**src/rtl/vd_shadow_regs.sv**
```systemverilog
module vd_shadow_regs #(
  parameter int DW = 24,
  parameter int AW = 8
) (
  input  logic          clk,
  input  logic          rst_n,
  input  logic          wr_en,
  input  logic [AW-1:0] wr_addr,
  input  logic [DW-1:0] wr_data,
  input  logic [AW-1:0] rd_addr,
  output logic [DW-1:0] rd_data,
  input  logic          vd_in,
  output logic [DW-1:0] frame_a,
  output logic [DW-1:0] frame_b,
  output logic [DW-1:0] frame_c,
  output logic [DW-1:0] frame_d,
  output logic [DW-1:0] frame_e,
  output logic [DW-1:0] mode_word,
  output logic [DW-1:0] clock_word,
  output logic [DW-1:0] role_word
);
  localparam int NS = 5;
  localparam logic [AW-1:0] BASE   = AW'(8'h0A);
  localparam logic [AW-1:0] A_MODE = AW'(8'h01);
  localparam logic [AW-1:0] A_CLK  = AW'(8'hD5);
  localparam logic [AW-1:0] A_ROLE = AW'(8'hD6);
  localparam logic [DW-1:0] M_MODE = DW'(24'h000001);
  localparam logic [DW-1:0] M_CLK  = DW'(24'h00000F);
  localparam logic [DW-1:0] M_ROLE = DW'(24'h000001);

  function automatic logic [DW-1:0] smask(input int i);
    case (i)
      0:       smask = DW'(24'h7FFFFF);
      1:       smask = DW'(24'h3177FF);
      2:       smask = DW'(24'h1177FF);
      3:       smask = DW'(24'h0107FF);
      default: smask = DW'(24'h0003FF);
    endcase
  endfunction

  function automatic logic [DW-1:0] sinit(input int i);
    sinit = (i == 1) ? DW'(24'h3007FF) : '0;
  endfunction

  logic [DW-1:0] act [NS];
  logic [DW-1:0] stg [NS];
  logic [NS-1:0] pend, hit;
  logic [DW-1:0] mode_q, clk_q, role_q;
  logic [2:0]    vd_sync;
  logic          vd_fall, imm;

  assign vd_fall = vd_sync[2] & ~vd_sync[1];
  assign imm     = mode_q[0];

  always_ff @(posedge clk or negedge rst_n)
    if (!rst_n) vd_sync <= '0;
    else        vd_sync <= {vd_sync[1:0], vd_in};

  for (genvar i = 0; i < NS; i++) begin : g_frame
    assign hit[i] = wr_en && (wr_addr == BASE + AW'(i));

    always_ff @(posedge clk or negedge rst_n)
      if (!rst_n) begin
        act[i]  <= sinit(i);
        stg[i]  <= sinit(i);
        pend[i] <= 1'b0;
      end else begin
        if (vd_fall && pend[i]) act[i] <= stg[i];
        if (hit[i]) begin
          stg[i] <= wr_data & smask(i);
          if (imm) begin
            act[i]  <= wr_data & smask(i);
            pend[i] <= 1'b0;
          end else begin
            pend[i] <= 1'b1;
          end
        end else if (vd_fall) begin
          pend[i] <= 1'b0;
        end
      end

    assert_hold_without_edge_R2: assert property (@(posedge clk) disable iff (!rst_n)
      (!vd_fall && !(hit[i] && imm)) |=> $stable(act[i]));
    assert_immediate_write_R6: assert property (@(posedge clk) disable iff (!rst_n)
      (hit[i] && imm) |=> act[i] == ($past(wr_data) & smask(i)));
  end

  always_ff @(posedge clk or negedge rst_n)
    if (!rst_n) begin
      mode_q <= '0;
      clk_q  <= '0;
      role_q <= '0;
    end else if (wr_en) begin
      if (wr_addr == A_MODE) mode_q <= wr_data & M_MODE;
      if (wr_addr == A_CLK)  clk_q  <= wr_data & M_CLK;
      if (wr_addr == A_ROLE) role_q <= wr_data & M_ROLE;
    end

  assert_pending_cleared_R3: assert property (@(posedge clk) disable iff (!rst_n)
    (vd_fall && !wr_en) |=> pend == '0);
  assert_clock_word_now_R7: assert property (@(posedge clk) disable iff (!rst_n)
    (wr_en && wr_addr == A_CLK) |=> clk_q == ($past(wr_data) & M_CLK));

  always_comb begin
    rd_data = '0;
    if (rd_addr >= BASE && rd_addr < BASE + AW'(NS))
      rd_data = act[int'(rd_addr - BASE)];
    else if (rd_addr == A_MODE) rd_data = mode_q;
    else if (rd_addr == A_CLK)  rd_data = clk_q;
    else if (rd_addr == A_ROLE) rd_data = role_q;
  end

  assign frame_a    = act[0];
  assign frame_b    = act[1];
  assign frame_c    = act[2];
  assign frame_d    = act[3];
  assign frame_e    = act[4];
  assign mode_word  = mode_q;
  assign clock_word = clk_q;
  assign role_word  = role_q;
endmodule

```
**config.mk**
```make
export PLATFORM = sky130hd
export DESIGN_NAME = vd_shadow_regs
export DESIGN_NICKNAME = d
export VERILOG_FILES = /design/src/rtl/vd_shadow_regs.sv
export SDC_FILE = /design/constraint.sdc
export NUM_CORES = 1
export LEC_CHECK = 0
export ABC_AREA = 0
export BUFFER_PORTS_ARGS = -buffer_cell sky130_fd_sc_hd__buf_2
export CAP_MARGIN = 10
export CORE_MARGIN = 5
export CORE_UTILIZATION = 45
export DETAILED_ROUTE_END_ITERATION = 16
export PLACE_DENSITY_LB_ADDON = 0.1
export SETUP_SLACK_MARGIN = 0.5
export SYNTH_ARGS = -nofsm -noshare
export SYNTH_HDL_FRONTEND = slang
export SYNTH_SLANG_ARGS = --single-unit
```
**constraint.sdc**
```tcl
create_clock -name clk -period 2.6 [get_ports clk]
set_input_delay 0.26 -clock clk [delete_from_list [all_inputs] [get_ports clk]]
set_output_delay 0.26 -clock clk [all_outputs]
set_load 0.005 [all_outputs]
```
==> flow_metrics.env, run 1 <==
export IMPL_setup_viol=0
export IMPL_synth_edf_count=0
export IMPL_async_reset_ff_share_pct=100
export IMPL_grt_setup_unrepaired="true"
export IMPL_antenna_found_initial=1
export IMPL_viasPerCell=5.29
export IMPL_clk_latency_ps=510
export IMPL_final_area_um2=12400
export IMPL_mostFrequentLayoutCell="buf_2"
export IMPL_io_buffers=192
export IMPL_wl_per_cell_um=20.9
export IMPL_htreeDepth=1
export IMPL_coreArea_um2=22400
export IMPL_worstMarginPinSlew_ps=591
export IMPL_fmax_mhz=476
export IMPL_nNetsFinal=1105
export IMPL_worstPathRequired_ps=2340
export IMPL_cts_tree="yes"
export IMPL_drtPass1Iterations=5
export IMPL_ys_flop_type="dfrtp_1"
export IMPL_drc_errors=0
export IMPL_power_density_nw_per_um2=688
export IMPL_clock_sinks=212
export IMPL_finalSetupTns_ps=0
export IMPL_finalHoldViolCount=0
export IMPL_ys_warn_count=0
export IMPL_final_cell_mix="buf_2, dfrtp_1, mux2i_1"
export IMPL_io_pins=260
export IMPL_r2r_start="mode_word[0]"
export IMPL_numCtsBuffers=24
export IMPL_clock_path_buffers=3
export IMPL_cts_clk_slew_worst_paths_ps=60
export IMPL_overflow=0
export IMPL_num_rows=55
export IMPL_cp_arrival_ps=1840
export IMPL_num_antenna_cells=0
export IMPL_path_class="reg2out"
export IMPL_clockRootBuffer="clkbuf_16"
export IMPL_hp_class="in2reg"
export IMPL_fin_crit_sh_pct=80.9
export IMPL_end_kind="output port"
export IMPL_ant_nets=0
export IMPL_pre_cts_slack_ps=248
export IMPL_min_path_cells=3
export IMPL_syn_area_per_cell_um2=11.8
export IMPL_ys_seq_elements=212
export IMPL_hold_path_end="frame_b[20]"
export IMPL_drv_slew=0
export IMPL_ys_seq_area_share_pct=52.6
export IMPL_r2r_cells=4
export IMPL_initial_utilization_pct=45.2
export IMPL_area_delta_synth_final_pct=22.0
export IMPL_grt_max_degree=73
export IMPL_critPathMaxFanout=2
export IMPL_final_min_clock_period_ps=2100
export IMPL_vias=7204
export IMPL_syn_inst=859
export IMPL_timing_rr_end="frame_b[17]"
export IMPL_wirelength_mm=28.5
export IMPL_synth_distinct_cells=46
export IMPL_status="finished clean"
export IMPL_grt_pass1_vias=7021
export IMPL_finClkSkew_ps=14.7
export IMPL_dp_hpwl_mm=18.5
export IMPL_grt_pass1_wl_mm=43.7
export IMPL_r2r_setup_slack_ps=770
export IMPL_min_from="wr_data[20]"
export IMPL_synth_cell_area_um2=10100
export IMPL_final_core_utilization_pct=55.2
export IMPL_leakagePower_nw=6.68
export IMPL_drv_cap=0
export IMPL_critPathLaunchType="register"
export IMPL_finalWorstSetupSlack_ps=498
export IMPL_die_area_um2=25600
export IMPL_drt_iter0_markers=421
export IMPL_relSlewSlack_pct=60.6
export IMPL_die_w_um=160
export IMPL_peakVddDrop_uv=362
export IMPL_gp_congestion=0.845
export IMPL_place_area_um2=11300
export IMPL_die_y_um=160
export IMPL_grt_use_total_pct=21.7
export IMPL_drive_gt1_share_pct=39.1
## per-stage QoR
step,hold slack [ps],std cells,power (W)
after floorplan,-35.6,924,0.00432
after global placement,287,1302,0.00475
after detailed placement,280,1302,0.00477
after CTS,20.5,1356,0.00857
after global routing,54.7,1363,0.00887
final,31.7,1363,0.00852
## registers in the layout, summed over array words and instances (netlist names)
register and count:
frame_a 24, frame_d 24, pend 5, stg 78, frame_c 24, clock_word 4, frame_e 24, vd_sync 3
role_word 1, frame_b 24, mode_word 1
## critical path: stages (launching register included)
cell	delay, ps
dfrtp_1	420
mux2_4	280
a221o_1	320
a21oi_2	120
o2bb2ai_1	70
buf_2	130
## cells in the mapped netlist (3+ instances only)
master | n | share of area, %
a21oi_1 | 53 | 2.6
inv_1 | 7 | 0.26
nor2_1 | 75 | 2.8
nand3_1 | 3 | 0.15
mux2_4 | 19 | 2.8
clkbuf_1 | 49 | 1.8
a22oi_1 | 20 | 1.5
nor4_1 | 3 | 0.18
dfrtp_1 | 186 | 46
mux2_2 | 66 | 7.3
and2_1 | 15 | 0.92
mux2i_1 | 82 | 8.1
nand2_1 | 46 | 1.7
a311oi_1 | 3 | 0.26
o2bb2ai_1 | 3 | 0.26
buf_2 | 10 | 0.49
buf_4 | 66 | 4.9
a22o_1 | 3 | 0.26
o21ai_0 | 34 | 1.7
or4_1 | 3 | 0.22
mux4_2 | 19 | 4.2
nand3b_1 | 4 | 0.30
dfstp_2 | 26 | 6.7
nor3_1 | 6 | 0.30
and3_1 | 27 | 1.7
## layer usage
layer | share of wire [%] | GRT usage, % | wire length, um
met1 | 46 | 31.2 | 13100
met2 | 48 | 35.3 | 13600
met3 | 5.0 | 3.38 | 1420
met4 | 1.4 | 3.99 | 399
met5 | 0.025 | 0 | 7
## area by class of cell
cell class | count | area [um2]
timing repair buffer | 241 | 1450
fill | 1991 | 10100
multi-input combinational | 574 | 4310
inverter | 7 | 26.3
tap | 285 | 357
clock buffer | 34 | 719
clock inverter | 10 | 175
sequential | 212 | 5340
## power by group
part           internal (W)  switching [W]
registers           0.00358       0.000219
clock network       0.00242        0.00136
logic              0.000478       0.000469
total               0.00647        0.00205
## what timing repair did
item,in CTS,in global routing
endpoints found under the setup margin,24,14
hold buffers,9,0
resized for setup,6,4
pin swaps,2,2
buffers inserted,1,7
hold endpoints to repair,79,0
## how the worst max path moves through the flow
stage | startpoint | end | cells past startpoint
finish | frame_d[3] | rd_data[3] | 5
global route | frame_d[3] | rd_data[3] | 5
CTS | frame_d[3] | rd_data[3] | 5
detailed placement | rd_addr[1] | rd_data[21] | 8
global placement | rd_addr[1] | rd_data[13] | 8
floorplan | wr_addr[4] | stg[100] | 6
## logic make-up after synthesis
family	share of synthesized area [%]
and+or+nand+nor	9.53
buffers and inverters	8.14
AOI/OAI and AO/OA	7.12
muxes	22.4
other	0.0370
DFF	52.6
adders and majority gates	0.123
Power figures use the tool's default switching activity.
==> run 2, diff against run 1 <==
==> constraint.sdc (replaced) <==
create_clock -name clk -period 2 [get_ports clk]
set_input_delay 0.2 -clock clk [delete_from_list [all_inputs] [get_ports clk]]
set_output_delay 0.2 -clock clk [all_outputs]
set_load 0.005 [all_outputs]
==> run 2 against run 1 <==
Sequential power is 29% higher. Critical path depth stayed put. Count of clock-buffer cells in the layout is 4 higher. Non-clock buffer count is 160 higher. Wire length is 33% higher. Worst setup slack worse by 490 ps. Via count is 18% higher. Core utilization is 16 points higher. Die area stayed put.
==> flow_metrics.env, run 2 (synthesis gave the netlist of run 1 again) <==
export IMPL_io_pins=260
export IMPL_crit_chain="mux2_4 > a221o_1 > a21oi_2 > o2bb2ai_1 > buf_2"
export IMPL_die_y_um=160
export IMPL_ant_nets=0
export IMPL_nNetsFinal=1265
export IMPL_p_seq_share_pct=43.8
export IMPL_drtPass1Iterations=4
export IMPL_clock_power_share_pct=39.1
export IMPL_place_inst=1310
export IMPL_fillCellCount=1574
export IMPL_die_w_um=160
export IMPL_leakagePower_nw=8.22
export IMPL_stdcell_count=1522
export IMPL_fin_crit_sh_pct=99.5
export IMPL_drv_slew=0
export IMPL_finalHoldViolCount=0
export IMPL_initial_utilization_pct=45.2
export IMPL_clk_latency_ps=510
export IMPL_clockRootBuffer="clkbuf_16"
export IMPL_drive_gt1_share_pct=64.9
export IMPL_drv_cap=0
export IMPL_p_int_w=0.00825
export IMPL_final_min_clock_period_ps=1990
export IMPL_dp_hpwl_mm=18.6
export IMPL_cts_clk_slew_worst_paths_ps=60
export IMPL_num_antenna_cells=0
export IMPL_combPwrFrac_pct=17.1
export IMPL_worstPathRequired_ps=1800
export IMPL_wirelength_mm=38.0
export IMPL_hp_class="in2reg"
export IMPL_grt_pass1_vias=8439
export IMPL_die_area_um2=25600
export IMPL_status="finished clean"
export IMPL_grt_pass1_wl_mm=53.7
export IMPL_gp_congestion=0.774
export IMPL_p_sw_share_pct=26.4
export IMPL_critPathLaunchType="register"
export IMPL_vias=8465
export IMPL_grt_setup_unrepaired="true"
export IMPL_final_area_um2=16000
export IMPL_clock_path_buffers=3
export IMPL_power_density_nw_per_um2=700
export IMPL_finClkSkew_ps=12.7
export IMPL_critPathMaxFanout=2
export IMPL_cp_arrival_ps=1790
export IMPL_area_delta_synth_final_pct=57.7
export IMPL_fmax_mhz=502
export IMPL_viasPerCell=5.56
export IMPL_place_area_um2=11500
export IMPL_antenna_found_initial=0
export IMPL_p_switching_w=0.00296
export IMPL_clock_sinks=212
export IMPL_regArea_um2=5340
export IMPL_worst_path_largest_cell_delay_ps=370
export IMPL_overflow=0
export IMPL_drt_iter0_markers=599
export IMPL_path_class="reg2out"
export IMPL_htreeDepth=1
export IMPL_grt_max_degree=70
export IMPL_grt_use_total_pct=27.3
export IMPL_setup_viol=0
export IMPL_io_buffers=192
export IMPL_slowest_stage="dfrtp_1"
export IMPL_numCtsBuffers=24
export IMPL_multi_input_area_um2=5670
export IMPL_final_cell_mix="dfrtp_1, buf_2, buf_4"
export IMPL_end_kind="output port"
export IMPL_top_register="stg"
export IMPL_largest_reg_flops=78
export IMPL_mostFrequentLayoutCell="dfrtp_1"
export IMPL_crit_buf_inv=1
export IMPL_num_rows=55
export IMPL_wl_per_cell_um=25.0
export IMPL_critical_path_top_delay_family="compound AO/OA/AOI/OAI gates"
export IMPL_peakVddDrop_uv=646
export IMPL_drc_errors=0
export IMPL_cts_tree="yes"
export IMPL_coreArea_um2=22400
[run 2: changes by cell type in the layout (fill, tap and decap cells not counted), moves of 28 or more]
cell / before / now
a21oi_1: 52 / 4
buf_16: 0 / 28
a21oi_2: 1 / 44
o21ai_0: 34 / 1
nor2_4: 0 / 50
mux2_4: 20 / 58
buf_4: 33 / 99
nand2_1: 43 / 11
buf_6: 0 / 40
nor2_1: 75 / 20
mux2_2: 65 / 27
[run 2: worst register-to-register path, cell delays in order (launching register included)]
cell and delay [ps]:
dfrtp_2 410, nand4_1 110, or4_4 550, buf_12 190, buf_16 140, and3_4 170
[run 2: through the flow]
stage	total power, W	TNS, ps	setup slack [ps]	hold slack (ps)	util (%)
after floorplan	0.00566	-591	-31.4	-95.6	-
after global placement	0.00618	-3100	-100	152	51.4
after detailed placement	0.00621	-4150	-108	152	51.4
after CTS	0.0110	-11.0	-11.0	31.2	67.2
after global routing	0.0116	-117	-69.1	53.6	71.3
final	0.0112	0	9.41	49.1	71.3
[run 2: layout make-up]
| class | count | area share, % |
|---|---|---|
| tap | 285 | 2.23 |
| inverter | 7 | 0.258 |
| sequential | 212 | 33.4 |
| clock buffer | 38 | 4.71 |
| multi-input combinational | 574 | 35.4 |
| timing repair buffer | 401 | 23.8 |
| clock inverter | 5 | 0.195 |
[run 2: metal layers]
| metal | share of wire [%] | vias up | GRT usage [%] | wire, um |
|---|---|---|---|---|
| met1 | 43 | 4368 | 38.3 | 16200 |
| li1 | - | 3653 | - | - |
| met3 | 6.4 | 77 | 4.72 | 2430 |
| met5 | 0 | - | 0 | 0 |
| met2 | 48 | 367 | 44.3 | 18300 |
| met4 | 2.8 | 0 | 7.27 | 1070 |
[run 2: path summary, 6_finish.rpt]
path                              start           to  slack, ps  depth (start not counted)
max                          frame_d[3]   rd_data[3]          9                          5
min                         wr_data[16]  frame_a[16]         50                          3
max reg2reg                mode_word[0]  frame_b[18]        330                          5
min reg2reg                  vd_sync[0]   vd_sync[1]        400                          0
max in group asynchronous         rst_n      stg[82]       1100                          3
min in group asynchronous         rst_n   frame_d[6]        180                          2
[run 2: repair_timing]
action | in CTS | in global routing
cloned | 32 | 4
pin swaps | 73 | 30
setup buffers | 89 | 31
hold buffers | 13 | 0
gates resized for setup | 313 | 152
setup endpoints to repair | 162 | 219
endpoints found under the hold margin | 97 | 0
[run 2: power groups by stage]
stage | sequential [W] | clock [W] | combinational, W
2_1_floorplan | 0.00493 | 0 | 0.000728
3_3_place_gp | 0.00501 | 0 | 0.00117
3_5_place_dp | 0.00501 | 0 | 0.00120
4_1_cts | 0.00489 | 0.00441 | 0.00167
5_1_grt | 0.00493 | 0.00458 | 0.00207
6_report | 0.00491 | 0.00438 | 0.00192
==> run 3, diff against run 2 <==
--- a/config.mk
+++ b/config.mk
@@ -12,6 +12,7 @@
 export CORE_UTILIZATION = 45
 export DETAILED_ROUTE_END_ITERATION = 16
 export PLACE_DENSITY_LB_ADDON = 0.1
+export RECOVER_POWER = 100
 export SETUP_SLACK_MARGIN = 0.5
 export SYNTH_ARGS = -nofsm -noshare
 export SYNTH_HDL_FRONTEND = slang
==> run 3 against run 2 <==
Sequential power is essentially flat. Clock power about the same. Non-clock buffer count unchanged. Critical endpoint unchanged. Power is 0.57% lower. Core utilization down 0.70 points. Critical path depth unchanged. Register-to-register slack about the same. Combinational power shrank 3%. Worst setup slack got worse by 3.2 ps. Die area unchanged. Global-route usage unchanged.
==> flow_metrics.env, run 3 (synthesis gave the netlist of run 1 again) <==
export IMPL_drv_cap=0
export IMPL_setup_viol=0
export IMPL_end_kind="output port"
export IMPL_viasPerCell=5.58
export IMPL_r2r_cells=9
export IMPL_grt_pass1_wl_mm=53.7
export IMPL_final_cell_mix="dfrtp_1, buf_2, mux2i_1"
export IMPL_num_antenna_cells=0
export IMPL_clock_path_buffers=3
export IMPL_ant_nets=0
export IMPL_vias=8491
export IMPL_leakagePower_nw=8.02
export IMPL_grt_setup_unrepaired="true"
export IMPL_nNetsFinal=1265
export IMPL_hp_class="in2reg"
export IMPL_finalHoldViolCount=0
export IMPL_status="finished clean"
export IMPL_worstMarginPinSlew_ps=997
export IMPL_io_buffers=192
export IMPL_clockRootBuffer="clkbuf_16"
export IMPL_drv_slew=0
export IMPL_area_delta_synth_final_pct=56.2
export IMPL_htreeDepth=1
export IMPL_finClkSkew_ps=14.8
export IMPL_peakVddDrop_uv=646
export IMPL_io_pins=260
export IMPL_r2r_setup_slack_ps=320
export IMPL_min_from="wr_data[16]"
export IMPL_whs_ps=51.1
export IMPL_worstPathRequired_ps=1800
export IMPL_path_class="reg2out"
export IMPL_initial_utilization_pct=45.2
export IMPL_hold_path_end="frame_a[16]"
export IMPL_top_register="stg"
export IMPL_die_y_um=160
export IMPL_numCtsBuffers=24
export IMPL_largest_reg_flops=78
export IMPL_final_min_clock_period_ps=1990
export IMPL_coreArea_um2=22400
export IMPL_clk_latency_ps=520
export IMPL_grt_max_degree=70
export IMPL_cts_tree="yes"
export IMPL_relSlewSlack_pct=33.6
export IMPL_r2r_start="mode_word[0]"
export IMPL_fin_crit_sh_pct=99.7
export IMPL_min_path_cells=3
export IMPL_cp_arrival_ps=1790
export IMPL_die_w_um=160
export IMPL_gp_congestion=0.774
export IMPL_grt_pass1_vias=8439
export IMPL_fmax_mhz=502
export IMPL_grt_use_total_pct=27.3
export IMPL_cts_clk_slew_worst_paths_ps=60
export IMPL_finalSetupTns_ps=0
export IMPL_final_core_utilization_pct=70.6
export IMPL_antenna_found_initial=0
export IMPL_overflow=0
export IMPL_num_rows=55
export IMPL_mostFrequentLayoutCell="dfrtp_1"
export IMPL_clock_sinks=212
export IMPL_drc_errors=0
export IMPL_dp_hpwl_mm=18.6
export IMPL_timing_rr_end="frame_a[7]"
export IMPL_critPathMaxFanout=2
export IMPL_power_density_nw_per_um2=703
export IMPL_wl_per_cell_um=25.0
export IMPL_die_area_um2=25600
export IMPL_drt_iter0_markers=633
export IMPL_critPathLaunchType="register"
export IMPL_drive_gt1_share_pct=60.8
export IMPL_drtPass1Iterations=4
export IMPL_wirelength_mm=38.1
[run 3: cell types whose count changed in the layout (fill, tap and decap cells not counted), sizes merged]
| cell | previous run | this run |
|---|---|---|
| buf | 382 | 319 |
| clkbuf | 43 | 106 |
[run 3: final cells by class]
| class | instances | area (um2) |
|---|---|---|
| inverters | 7 | 41.3 |
| multi-input cells | 574 | 5670 |
| repair buffers | 401 | 3650 |
| clock buffers | 38 | 754 |
| clock inverters | 5 | 31.3 |
| well taps | 285 | 357 |
| flip-flops and latches | 212 | 5340 |
| fillers | 1613 | 6590 |
[run 3: how the worst max path moves through the flow]
stage	startpoint	end	cells after the start
2_1_floorplan	wr_addr[4]	stg[100]	6
3_3_place_gp	wr_addr[4]	frame_b[13]	6
3_5_place_dp	wr_addr[4]	frame_b[12]	6
4_1_cts	frame_d[3]	rd_data[3]	5
5_1_grt	frame_d[3]	rd_data[3]	5
6_report	frame_d[3]	rd_data[3]	5
[run 3: routing by layer]
metal  track usage [%]  wire length [um]  share of wire, %
met4              7.27              1120               2.9
met3              4.72              2650               7.0
met5                 0                 0                 0
met2              44.3             18400                48
met1              38.3             15900                42
[run 3: where the power goes]
group	switching, W	internal, W	total [W]
registers	0.000254	0.00465	0.00491
clock network	0.00179	0.00258	0.00437
logic	0.000906	0.000959	0.00186
[run 3: stage by stage]
stage / worst slack (ps) / cells / area, um2 / power (W)
floorplan: -31.4 / 924 / 10700 / 0.00566
global placement: -100 / 1310 / 11500 / 0.00618
detailed placement: -108 / 1310 / 11500 / 0.00621
CTS: -11.0 / 1487 / 15100 / 0.0110
global route: -69.1 / 1522 / 15800 / 0.0115
finish: 6.19 / 1522 / 15800 / 0.0111
[run 3: critical path, cell delays in order (launching register included)]
cell and delay, ps:
dfrtp_1 370, mux2_4 270, a221o_1 300, a21oi_2 140
o2bb2ai_1 70, buf_2 120
[run 3: timing repair]
| item | CTS | global route |
|---|---|---|
| setup endpoints to repair | 162 | 219 |
| endpoints found under the hold margin | 97 | 0 |
| gates cloned | 32 | 4 |
| buffers inserted | 89 | 31 |
| hold buffers | 13 | 0 |
| resized for setup | 313 | 152 |
| pin swaps | 73 | 30 |
